===== config.mk =====
export PLATFORM = sky130hd
export DESIGN_NAME = gpio_bank
export DESIGN_NICKNAME = d
export VERILOG_FILES = /design/src/rtl/gpio_bank_pkg.sv /design/src/rtl/gpio_bank_ctrl.sv /design/src/rtl/gpio_bank_detect.sv /design/src/rtl/gpio_bank_dp.sv /design/src/rtl/gpio_bank.sv
export SDC_FILE = /design/constraint.sdc
export NUM_CORES = 1
export LEC_CHECK = 0
export ABC_CLOCK_PERIOD_IN_PS = 4100
export BUFFER_PORTS_ARGS = -buffer_cell sky130_fd_sc_hd__buf_2
export CAP_MARGIN = 30
export CORE_MARGIN = 2
export CORE_UTILIZATION = 25
export DETAILED_ROUTE_END_ITERATION = 10
export SYNTH_ARGS = -nofsm -noshare
export SYNTH_HDL_FRONTEND = slang
export SYNTH_HIERARCHICAL = 1
export SYNTH_SLANG_ARGS = --single-unit

===== constraint.sdc =====
create_clock -name clk -period 4.1 [get_ports clk]
set_input_delay 0.205 -clock clk [delete_from_list [all_inputs] [get_ports clk]]
set_output_delay 0.205 -clock clk [all_outputs]
set_load 0.01 [all_outputs]

===== src/rtl/gpio_bank_pkg.sv =====
package gpio_bank_pkg;

  // Register byte addresses
  localparam logic [7:0] A_REV     = 8'h00;
  localparam logic [7:0] A_CFG     = 8'h10;
  localparam logic [7:0] A_SYSST   = 8'h14;
  localparam logic [7:0] A_STATA   = 8'h18;
  localparam logic [7:0] A_ENA     = 8'h1C;
  localparam logic [7:0] A_WAKE    = 8'h20;
  localparam logic [7:0] A_STATB   = 8'h28;
  localparam logic [7:0] A_ENB     = 8'h2C;
  localparam logic [7:0] A_CTRL    = 8'h30;
  localparam logic [7:0] A_DIR     = 8'h34;
  localparam logic [7:0] A_DIN     = 8'h38;
  localparam logic [7:0] A_DOUT    = 8'h3C;
  localparam logic [7:0] A_LVLLO   = 8'h40;
  localparam logic [7:0] A_LVLHI   = 8'h44;
  localparam logic [7:0] A_RISE    = 8'h48;
  localparam logic [7:0] A_FALL    = 8'h4C;
  localparam logic [7:0] A_DBEN    = 8'h50;
  localparam logic [7:0] A_DBT     = 8'h54;
  localparam logic [7:0] A_ENACLR  = 8'h60;
  localparam logic [7:0] A_ENASET  = 8'h64;
  localparam logic [7:0] A_ENBCLR  = 8'h70;
  localparam logic [7:0] A_ENBSET  = 8'h74;
  localparam logic [7:0] A_WAKECLR = 8'h80;
  localparam logic [7:0] A_WAKESET = 8'h84;
  localparam logic [7:0] A_DOUTCLR = 8'h90;
  localparam logic [7:0] A_DOUTSET = 8'h94;

  localparam int          CFG_W    = 5;
  localparam logic [4:0]  CFG_KEEP = 5'b11101;
  localparam int          CFG_SRST = 1;
  localparam int          CFG_WEN  = 2;
  localparam int          CTRL_W   = 3;
  localparam logic [2:0]  CTRL_RST = 3'd2;

  typedef struct packed {
    logic cfgWr;
    logic statAClr;
    logic statBClr;
    logic enAWr;
    logic enAClr;
    logic enASet;
    logic enBWr;
    logic enBClr;
    logic enBSet;
    logic wakeWr;
    logic wakeClr;
    logic wakeSet;
    logic ctrlWr;
    logic dirWr;
    logic outWr;
    logic outClr;
    logic outSet;
    logic lvlLoWr;
    logic lvlHiWr;
    logic riseWr;
    logic fallWr;
    logic dbEnWr;
    logic dbTimeWr;
  } bankStrobes_t;

  typedef enum logic [4:0] {
    RD_NONE, RD_REV, RD_CFG, RD_SYSST, RD_STATA, RD_ENA, RD_WAKE,
    RD_STATB, RD_ENB, RD_CTRL, RD_DIR, RD_DIN, RD_DOUT, RD_LVLLO,
    RD_LVLHI, RD_RISE, RD_FALL, RD_DBEN, RD_DBT
  } rdSel_t;

endpackage


===== src/rtl/gpio_bank_ctrl.sv =====
module gpio_bank_ctrl
  import gpio_bank_pkg::*;
#(
  parameter int ADDR_W = 8
) (
  input  logic              clk,
  input  logic              rstN,
  input  logic              wrEn,
  input  logic [ADDR_W-1:0] addr,
  output bankStrobes_t      strb,
  output rdSel_t            rdSel
);

  logic [7:0] regAddr;
  assign regAddr = 8'(addr);

  always_comb begin
    strb = '0;
    if (wrEn) begin
      unique case (regAddr)
        A_CFG:     strb.cfgWr    = 1'b1;
        A_STATA:   strb.statAClr = 1'b1;
        A_STATB:   strb.statBClr = 1'b1;
        A_ENA:     strb.enAWr    = 1'b1;
        A_ENACLR:  strb.enAClr   = 1'b1;
        A_ENASET:  strb.enASet   = 1'b1;
        A_ENB:     strb.enBWr    = 1'b1;
        A_ENBCLR:  strb.enBClr   = 1'b1;
        A_ENBSET:  strb.enBSet   = 1'b1;
        A_WAKE:    strb.wakeWr   = 1'b1;
        A_WAKECLR: strb.wakeClr  = 1'b1;
        A_WAKESET: strb.wakeSet  = 1'b1;
        A_CTRL:    strb.ctrlWr   = 1'b1;
        A_DIR:     strb.dirWr    = 1'b1;
        A_DOUT:    strb.outWr    = 1'b1;
        A_DOUTCLR: strb.outClr   = 1'b1;
        A_DOUTSET: strb.outSet   = 1'b1;
        A_LVLLO:   strb.lvlLoWr  = 1'b1;
        A_LVLHI:   strb.lvlHiWr  = 1'b1;
        A_RISE:    strb.riseWr   = 1'b1;
        A_FALL:    strb.fallWr   = 1'b1;
        A_DBEN:    strb.dbEnWr   = 1'b1;
        A_DBT:     strb.dbTimeWr = 1'b1;
        default:   strb = '0;
      endcase
    end
  end

  always_comb begin
    unique case (regAddr)
      A_REV:                        rdSel = RD_REV;
      A_CFG:                        rdSel = RD_CFG;
      A_SYSST:                      rdSel = RD_SYSST;
      A_STATA:                      rdSel = RD_STATA;
      A_ENA, A_ENACLR, A_ENASET:    rdSel = RD_ENA;
      A_WAKE, A_WAKECLR, A_WAKESET: rdSel = RD_WAKE;
      A_STATB:                      rdSel = RD_STATB;
      A_ENB, A_ENBCLR, A_ENBSET:    rdSel = RD_ENB;
      A_CTRL:                       rdSel = RD_CTRL;
      A_DIR:                        rdSel = RD_DIR;
      A_DIN:                        rdSel = RD_DIN;
      A_DOUT, A_DOUTCLR, A_DOUTSET: rdSel = RD_DOUT;
      A_LVLLO:                      rdSel = RD_LVLLO;
      A_LVLHI:                      rdSel = RD_LVLHI;
      A_RISE:                       rdSel = RD_RISE;
      A_FALL:                       rdSel = RD_FALL;
      A_DBEN:                       rdSel = RD_DBEN;
      A_DBT:                        rdSel = RD_DBT;
      default:                      rdSel = RD_NONE;
    endcase
  end


  strobe_onehot_chk: assert property (@(posedge clk) disable iff (!rstN)
    $countones(strb) <= 1);

endmodule


===== src/rtl/gpio_bank_detect.sv =====
module gpio_bank_detect #(
  parameter int PINS = 32
) (
  input  logic            clk,
  input  logic            rstN,
  input  logic [PINS-1:0] pinIn,
  input  logic [PINS-1:0] dir,
  input  logic [PINS-1:0] riseEn,
  input  logic [PINS-1:0] fallEn,
  input  logic [PINS-1:0] lvlLoEn,
  input  logic [PINS-1:0] lvlHiEn,
  output logic [PINS-1:0] dataIn,
  output logic [PINS-1:0] evt
);

  logic [PINS-1:0] prevIn;

  always_ff @(posedge clk or negedge rstN) begin
    if (!rstN) begin
      dataIn <= '0;
      prevIn <= '0;
    end else begin
      dataIn <= pinIn;
      prevIn <= dataIn;
    end
  end

  for (genvar p = 0; p < PINS; p++) begin : g_pin
    logic isRise, isFall, isHi, isLo;
    assign isRise = dataIn[p] & ~prevIn[p] & riseEn[p];
    assign isFall = ~dataIn[p] & prevIn[p] & fallEn[p];
    assign isHi   = dataIn[p] & lvlHiEn[p];
    assign isLo   = ~dataIn[p] & lvlLoEn[p];
    assign evt[p] = dir[p] & (isRise | isFall | isHi | isLo);
  end

endmodule


===== src/rtl/gpio_bank_dp.sv =====
module gpio_bank_dp
  import gpio_bank_pkg::*;
#(
  parameter int         PINS   = 32,
  parameter int         DBT_W  = 8,
  parameter logic [7:0] REV_ID = 8'h2A
) (
  input  logic            clk,
  input  logic            rstN,
  input  bankStrobes_t    strb,
  input  rdSel_t          rdSel,
  input  logic [PINS-1:0] wdata,
  input  logic [PINS-1:0] pinIn,
  output logic [PINS-1:0] rdata,
  output logic [PINS-1:0] pinOut,
  output logic [PINS-1:0] pinOutEn,
  output logic            irqA,
  output logic            irqB,
  output logic            wakeReq
);

  logic [CFG_W-1:0]  cfg;
  logic [CTRL_W-1:0] ctrl;
  logic [PINS-1:0]   statA, statB, enA, enB, wakeEn, dir, dataOut;
  logic [PINS-1:0]   lvlLo, lvlHi, riseEn, fallEn, dbEn;
  logic [DBT_W-1:0]  dbTime;
  logic [PINS-1:0]   dataIn, evt;
  logic [PINS-1:0]   clrMaskA, clrMaskB;
  logic              softRst, wakeGate;

  gpio_bank_detect #(.PINS(PINS)) u_detect (
    .clk     (clk),
    .rstN    (rstN),
    .pinIn   (pinIn),
    .dir     (dir),
    .riseEn  (riseEn),
    .fallEn  (fallEn),
    .lvlLoEn (lvlLo),
    .lvlHiEn (lvlHi),
    .dataIn  (dataIn),
    .evt     (evt)
  );

  assign softRst  = strb.cfgWr & wdata[CFG_SRST];
  assign clrMaskA = strb.statAClr ? wdata : '0;
  assign clrMaskB = strb.statBClr ? wdata : '0;
  assign wakeGate = cfg[CFG_WEN] & (cfg[4:3] != 2'b00);

  // Configuration word: always takes the masked write value
  always_ff @(posedge clk or negedge rstN) begin
    if (!rstN)            cfg <= '0;
    else if (strb.cfgWr)  cfg <= wdata[CFG_W-1:0] & CFG_KEEP;
  end

  // Data out survives a soft reset
  always_ff @(posedge clk or negedge rstN) begin
    if (!rstN)             dataOut <= '0;
    else if (strb.outWr)   dataOut <= wdata;
    else if (strb.outClr)  dataOut <= dataOut & ~wdata;
    else if (strb.outSet)  dataOut <= dataOut | wdata;
  end

  always_ff @(posedge clk or negedge rstN) begin
    if (!rstN) begin
      ctrl <= CTRL_RST;  dir <= '1;
      statA <= '0;  statB <= '0;  enA <= '0;  enB <= '0;  wakeEn <= '0;
      lvlLo <= '0;  lvlHi <= '0;  riseEn <= '0;  fallEn <= '0;
      dbEn <= '0;   dbTime <= '0; wakeReq <= 1'b0;
    end else if (softRst) begin
      ctrl <= CTRL_RST;  dir <= '1;
      statA <= '0;  statB <= '0;  enA <= '0;  enB <= '0;  wakeEn <= '0;
      lvlLo <= '0;  lvlHi <= '0;  riseEn <= '0;  fallEn <= '0;
      dbEn <= '0;   dbTime <= '0; wakeReq <= 1'b0;
    end else begin
      // New events win over a clear of the same bit
      statA   <= (statA & ~clrMaskA) | evt;
      statB   <= (statB & ~clrMaskB) | evt;
      wakeReq <= wakeGate & |(evt & wakeEn);

      if (strb.enAWr)        enA <= wdata;
      else if (strb.enAClr)  enA <= enA & ~wdata;
      else if (strb.enASet)  enA <= enA | wdata;

      if (strb.enBWr)        enB <= wdata;
      else if (strb.enBClr)  enB <= enB & ~wdata;
      else if (strb.enBSet)  enB <= enB | wdata;

      if (strb.wakeWr)       wakeEn <= wdata;
      else if (strb.wakeClr) wakeEn <= wakeEn & ~wdata;
      else if (strb.wakeSet) wakeEn <= wakeEn | wdata;

      if (strb.ctrlWr)   ctrl   <= wdata[CTRL_W-1:0];
      if (strb.dirWr)    dir    <= wdata;
      if (strb.lvlLoWr)  lvlLo  <= wdata;
      if (strb.lvlHiWr)  lvlHi  <= wdata;
      if (strb.riseWr)   riseEn <= wdata;
      if (strb.fallWr)   fallEn <= wdata;
      if (strb.dbEnWr)   dbEn   <= wdata;
      if (strb.dbTimeWr) dbTime <= wdata[DBT_W-1:0];
    end
  end

  assign irqA     = |(statA & enA);
  assign irqB     = |(statB & enB);
  assign pinOutEn = ~dir;
  assign pinOut   = dataOut & ~dir;

  always_comb begin
    unique case (rdSel)
      RD_REV:   rdata = PINS'(REV_ID);
      RD_CFG:   rdata = PINS'(cfg);
      RD_SYSST: rdata = PINS'(1);
      RD_STATA: rdata = statA;
      RD_ENA:   rdata = enA;
      RD_WAKE:  rdata = wakeEn;
      RD_STATB: rdata = statB;
      RD_ENB:   rdata = enB;
      RD_CTRL:  rdata = PINS'(ctrl);
      RD_DIR:   rdata = dir;
      RD_DIN:   rdata = dataIn;
      RD_DOUT:  rdata = dataOut;
      RD_LVLLO: rdata = lvlLo;
      RD_LVLHI: rdata = lvlHi;
      RD_RISE:  rdata = riseEn;
      RD_FALL:  rdata = fallEn;
      RD_DBEN:  rdata = dbEn;
      RD_DBT:   rdata = PINS'(dbTime);
      default:  rdata = '0;
    endcase
  end


  stat_a_clear_only_w1c_chk: assert property (@(posedge clk) disable iff (!rstN)
    !$past(softRst) |-> (($past(statA) & ~statA & ~$past(clrMaskA)) == '0));


  wake_gate_chk: assert property (@(posedge clk) disable iff (!rstN)
    wakeReq |-> ($past(cfg[CFG_WEN]) && ($past(cfg[4:3]) != 2'b00)));


  out_set_keeps_chk: assert property (@(posedge clk) disable iff (!rstN)
    $past(strb.outSet) |-> ((dataOut & $past(dataOut)) == $past(dataOut)));


  soft_reset_values_chk: assert property (@(posedge clk) disable iff (!rstN)
    $past(softRst) |-> (dir == '1 && enA == '0 && enB == '0 && statA == '0
                        && statB == '0 && ctrl == CTRL_RST));

endmodule


===== src/rtl/gpio_bank.sv =====
module gpio_bank
  import gpio_bank_pkg::*;
#(
  parameter int         PINS   = 32,
  parameter int         ADDR_W = 8,
  parameter int         DBT_W  = 8,
  parameter logic [7:0] REV_ID = 8'h2A
) (
  input  logic              clk,
  input  logic              rstN,
  input  logic              wrEn,
  input  logic [ADDR_W-1:0] addr,
  input  logic [PINS-1:0]   wdata,
  output logic [PINS-1:0]   rdata,
  input  logic [PINS-1:0]   pinIn,
  output logic [PINS-1:0]   pinOut,
  output logic [PINS-1:0]   pinOutEn,
  output logic              irqA,
  output logic              irqB,
  output logic              wakeReq
);

  bankStrobes_t strb;
  rdSel_t       rdSel;

  gpio_bank_ctrl #(.ADDR_W(ADDR_W)) u_ctrl (
    .clk   (clk),
    .rstN  (rstN),
    .wrEn  (wrEn),
    .addr  (addr),
    .strb  (strb),
    .rdSel (rdSel)
  );

  gpio_bank_dp #(.PINS(PINS), .DBT_W(DBT_W), .REV_ID(REV_ID)) u_dp (
    .clk      (clk),
    .rstN     (rstN),
    .strb     (strb),
    .rdSel    (rdSel),
    .wdata    (wdata),
    .pinIn    (pinIn),
    .rdata    (rdata),
    .pinOut   (pinOut),
    .pinOutEn (pinOutEn),
    .irqA     (irqA),
    .irqB     (irqB),
    .wakeReq  (wakeReq)
  );

endmodule


# Yosys cells after proc, flatten, opt, wreduce, memory -nomap -nowiden
# Cells that the tools add are included.
[classes]
muxes = 62
reduce_logical = 21
n_bitwise = 407
n_eq_ne = 43
[ops]
columns = ["cell", "count"]
rows = [
  ["$mux W32", 31],
  ["$pmux W32 S18", 1],
  ["$and A32 B32 Y32", 10],
  ["$and A1 B1 Y1", 227],
  ["$or A32 B32 Y32", 6],
  ["$not A32 Y32", 4],
  ["$or A1 B1 Y1", 96],
  ["$reduce_or A32 Y1", 3],
  ["$pmux W5 S18", 1],
  ["$eq A8 B7 Y1 const B", 10],
  ["$not A1 Y1", 64],
  ["$eq A8 B6 Y1 const B", 7],
  ["$eq A5 B4 Y1 const B", 8],
  ["$eq A8 B5 Y1 const B", 4],
  ["$eq A8 B8 Y1 const B", 4],
  ["$mux W1", 24],
  ["$mux W23", 1],
  ["$eq A5 B3 Y1 const B", 4],
  ["$reduce_bool A2 Y1", 9],
  ["$mux W8", 2],
  ["$eq A5 B5 Y1 const B", 3],
  ["$reduce_bool A4 Y1", 3],
  ["$reduce_or A3 Y1", 4],
  ["$eq A5 B2 Y1 const B", 2],
  ["other kinds (4)", 5],
]
[totals]
in_bits = 75
register_bits = 464
elab_cells = 551
output_inout_bits = 99

# Depth between registers and ports, before layout
[logic_depth]
depth_word = 11
mapped_depth = 13
depth_no_buf = 9

# Hierarchy
# Netlist, hierarchy kept.
[modules_own_cells]
columns = ["mod", "area_each_um2", "seq_area_each_um2", "instances", "cells_per_inst"]
rows = [
  ["gpio_bank_dp", 20368.3, 10050.9, 1, 2197],
  ["gpio_bank_detect", 2522.4, 1601.5, 1, 192],
  ["gpio_bank_ctrl", 543.0, 0.0, 1, 91],
]

# Least setup slack after synthesis
# No wires, ideal clock.
[synth_timing]
path_type = "input port to output port"
start = "in addr[5]"
end = "out rdata[17]"
path_stages = 12
arrival_time_ps = 2508
path_slack_ps = 1387
required_ps = 3895
path_buffers = 4
cell_sequence = "or4b_1 -> buf_2 -> a21oi_2 -> a21oi_1 -> o32ai_2 -> buf_2 -> nand2_1 -> nor4_2 -> buf_2 -> buf_2 -> a22oi_1 -> nand4_1"
[synth_between]
elab_chain_len = 5
word_cells_on_any_way = 50
cone_classes = "43 x eq/ne; 2 x mux; 5 x reduce/logical"
[synth_lines]
columns = ["item", "line_no", "rtl"]
rows = [
  ["start: declaration", "gpio_bank.sv:12", "input logic [ADDR_W-1:0] addr,"],
  ["$eq A8 B6 Y1, or another cell as far along", "gpio_bank_ctrl.sv:50", "unique case (regAddr)"],
  ["$reduce_or A3 Y1", "gpio_bank_ctrl.sv:50", ""],
  ["$pmux W5 S18 (*)", "gpio_bank_ctrl.sv:50", ""],
  ["via rdSel[3]", "gpio_bank.sv:24", "rdSel_t rdSel;"],
  ["$eq A5 B5 Y1, or another cell as far along", "gpio_bank_dp.sv:109", "unique case (rdSel)"],
  ["$pmux W32 S18 (*)", "gpio_bank_dp.sv:109", ""],
  ["end: declaration", "gpio_bank.sv:14", "output logic [PINS-1:0] rdata,"],
]
# The timed path passes the listed nets; every way through them passes the cells marked *.

# Worst setup path in the final report
[layout_timing]
start = "in addr[5]"
end = "out rdata[4]"
# Same word-level chain as after synthesis.

==> results by group <==
Timing
  – RSZ-0062 raised after global routing: no
  – Worst slew pin tran: 0.915 ns
  – Final setup margin: 0.393 ns
  – Pins Over Slew Limit: 0
  – Final setup viols: 0
  – Max transition margin: 0.390
  – Post-route clock skew: 0.0323 ns
  – Final Hold Vio Count: 0
  – Final period utilization: 0.904
  – Min cycle time layout: 3.71 ns
  – Max Clock Freq: 270 MHz
  – Setup TNS: 0 ns

Yosys
  – Syn avg cell area: 9.45 µm²
  – Mux cell area share after synthesis: 0.0754
  – Compound-Gate Fraction of Synth Area: 0.236
  – Synth Area in Adders: 0
  – Synth Area in XOR/XNOR: 0.000748
  – EDFF count, synth: 0
  – Largest family of logic cells by synthesized area: compound AO/OA/AOI/OAI gates
  – Simple-gate share of the synthesized area: 0.137
  – Most common flop cell mapped by yosys: dfrtp_1
  – Synth cell types: 66
  – Mapped Area: 0.0234 mm²
  – Yosys warns: 6
  – Seq cells post-synth: 464
  – Synth Net Count: 2555
  – Post-Synthesis Cells: 2480
  – Post-synthesis sequential area ratio: 0.497
  – Ys async rst share: 1.00

Place
  – Routability cong.: 0.923
  – Port Buf Inserts: 173
  – Placed insts: 3746
  – HPWL Detailed: 63600 µm
  – Pre-CTS setup slack: 0.414 ns

CTS
  – CTS buffer count: 53
  – CTS tree: done
  – H-tree Lvls: 2
  – Setup bufs post-CTS: 0
  – Clock sink count: 464
  – Max clock buf depth: 3
  – CTS root buffer: clkbuf_16
  – Clock slew at reported path FFs: 0.06 ns
  – Post_cts resized: 0
  – Clock Latency Late Sink: 0.63 ns

Routing
  – First drt pass iteration count: 8
  – Antenna-violating nets left: 0
  – Routed len/inst: 24.2 µm
  – Final wirelength: 94600 µm
  – DR vias/cell: 5.42
  – Iter 0 DRT Violations: 2818
  – Drt drc: 0
  – DR vias: 21152

Power and ir drop
  – Logic gate share of total power: 0.075
  – Pwr Total: 10.8 mW
  – Sequential share of power: 0.457
  – VDD IR-drop max: 0.000327 V
  – Sw frac: 0.251
  – Power share of the clock group: 0.468
  – P_sw: 2.71 mW
  – LEAKAGE: 11.7 nW
  – Pwr per Cell Area: 381 mW/mm²
  – Internal: 8.09 mW

Global routing
  – Tot GR Track Use: 0.194
  – Largest net degree at the start of global routing: 103
  – Vias in the first global route: 20565
  – Grt total ovfl: 0
  – First-pass GRT wire length: 141000 µm
  – Initial antenna violation count: 3

Cells and area
  – Syn-to-layout area delta: 20.8%
  – Number of fill cells: 9706
  – Layout cells sized above 1: 0.158
  – Final net count: 2685
  – Util after Layout: 0.304
  – N_diodes: 0
  – Non-filler cells, final: 3904

Worst setup path
  – CP peak stage delay: 0.73 ns
  – Critical Path Start Type: primary input
  – Cell count of the worst reg-to-reg path: 6
  – CP arrival: 3.50 ns
  – Worst path required time: 3.89 ns
  – Worst path bufs/invs: 5
  – CP Class: primary input to output port
  – Critical path, cell by cell: buf_2, or4b_1, buf_4, o21ai_0, nand2_1, o221ai_1, buf_4, nand2b_1, nor4_4, buf_4, a222oi_1, and3_1, nand4_1, buf_2
  – Slowest CP cell: nor4_4
  – R2R Setup Slk: 2.06 ns
  – CP endpoint kind: output port
  – Crit. path cell count: 14
  – Worst Path Max Fanout: 18
  – CP dominant cell by count: buf_4
  – Crit path max-delay family: simple AND/OR/NAND/NOR gates

Outcome
  – Status: completed

Die
  – Total Die Area: 0.0962 mm²
  – Chip height: 310 µm
  – Core area: 0.0930 mm²
  – Die width: 310 µm
  – I/O pin total: 174
  – Initial Utilization: 0.252
  – Row Count: 112

Worst hold path
  – Hold depth: 3
  – Hold/Removal Path Class: primary input to flop

Job
  – Max_cap viols: 0
[synthesized netlist by cell type (all sizes together) (32+ instances only)]
| master | count | share of area |
|---|---|---|
| inv | 73 | 0.012 |
| a211oi | 93 | 0.030 |
| buf | 60 | 0.013 |
| o311a | 32 | 0.014 |
| a211o | 34 | 0.013 |
| nor2 | 267 | 0.043 |
| o21ai | 139 | 0.030 |
| nor2b | 71 | 0.019 |
| a22oi | 181 | 0.058 |
| dfrtp | 431 | 0.46 |
| o211ai | 32 | 0.010 |
| dfstp | 33 | 0.037 |
| clkbuf | 178 | 0.029 |
| nand2 | 235 | 0.038 |
| mux2i | 171 | 0.073 |
| a21oi | 233 | 0.050 |
| nand4 | 33 | 0.0088 |
[path summary, 6_finish.rpt]
path / startpoint / to
min in group asynchronous: rstN / u_dp/lvlHi[30]$_DFFE_PN0P_
max in group asynchronous: rstN / u_dp/dir[14]$_DFFE_PN1P_
max reg2reg: u_dp/riseEn[22]$_DFFE_PN0P_ / u_dp/wakeReq$_DFF_PN0_
min reg2reg: u_dp/u_detect/dataIn[16]$_DFF_PN0_ / u_dp/u_detect/prevIn[16]$_DFF_PN0_
min: wdata[0] / u_dp/dir[0]$_DFFE_PN1P_
max: addr[5] / rdata[4]
[power by group through the flow]
| stage | registers (mW) | clock network [mW] | logic, mW |
|---|---|---|---|
| 6_report | 4.93 | 5.05 | 0.813 |
| 3_3_place_gp | 5.00 | 0 | 0.754 |
| 3_5_place_dp | 5.00 | 0 | 0.768 |
| 5_1_grt | 4.95 | 5.33 | 0.898 |
| 2_1_floorplan | 4.93 | 0 | 0.418 |
| 4_1_cts | 4.93 | 5.15 | 0.821 |
[through the flow]
| step | instance area, µm² | hold WS, ns |
|---|---|---|
| floorplan | 23400 | -0.0906 |
| global placement | 25800 | 0.314 |
| global route | 28300 | 0.0445 |
| finish | 28300 | 0.0270 |
| detailed placement | 25800 | 0.315 |
| CTS | 28300 | 0.00590 |
[placed cells by master, fill, tap and decap left out, types with 29 or more instances in the layout]
cell type	n
clkbuf_16	54
o211ai_1	32
nor2_1	250
buf_4	63
dfstp_2	33
a222oi_1	29
nor2b_1	71
inv_1	69
nand4_1	33
a211oi_1	93
o311a_1	32
dfrtp_1	431
a22oi_1	181
a21oi_1	232
a211o_1	34
mux2i_1	171
nand2_1	234
dlygate4sd3_1	63
o21ai_0	139
buf_2	172
[layer usage]
metal | up-vias | wire (µm) | GRT usage
li1 | 9254 | - | -
met1 | 10542 | 38100 | 0.251
met2 | 1074 | 43700 | 0.307
met5 | - | 61 | 0
met4 | 6 | 4880 | 0.0971
met3 | 276 | 7880 | 0.0394
[final cells by class]
cell class | count | area, µm² | area share
multi-input combinational | 1705 | 10700 | 0.378
timing repair buffer | 313 | 2270 | 0.0801
clock buffer | 75 | 1560 | 0.0551
sequential | 464 | 11700 | 0.412
inverter | 73 | 274 | 0.00968
tap | 1254 | 1570 | 0.0554
clock inverter | 20 | 293 | 0.0103
[worst register-to-register path, stage by stage (launching register included)]
cell and delay (ns):
dfrtp_1 0.41, nor2b_1 0.15, o311a_1 0.38, a22oi_1 0.38, nand4_1 0.14, nor4_1 0.28
nor3_1 0.15
[logic make-up (layout without fill, tap and decap cells)]
kind of cell	Yosys count	count (layout)
mux	176	176
buf+inv	311	481
compound gates	824	824
simple gates	703	703
flops	464	464
xor+xnor	2	2
[state kept, by name (all words and copies together), names as in the netlist, 8 cells and up, named ones only]
signal	cells
u_dp/dbEn	32
u_dp/dbTime	8
u_dp/dir	32
u_dp/enA	32
u_dp/enB	32
u_dp/fallEn	32
u_dp/lvlHi	32
u_dp/lvlLo	32
u_dp/riseEn	32
u_dp/statA	32
u_dp/statB	32
u_dp/u_detect/dataIn	32
u_dp/u_detect/prevIn	32
u_dp/wakeEn	32
[what timing repair did]
item	CTS	global route
setup endpoints to repair	0	0
hold buffers	63	0
endpoints found under the hold margin	173	0
(Power assumes the default switching activity.)
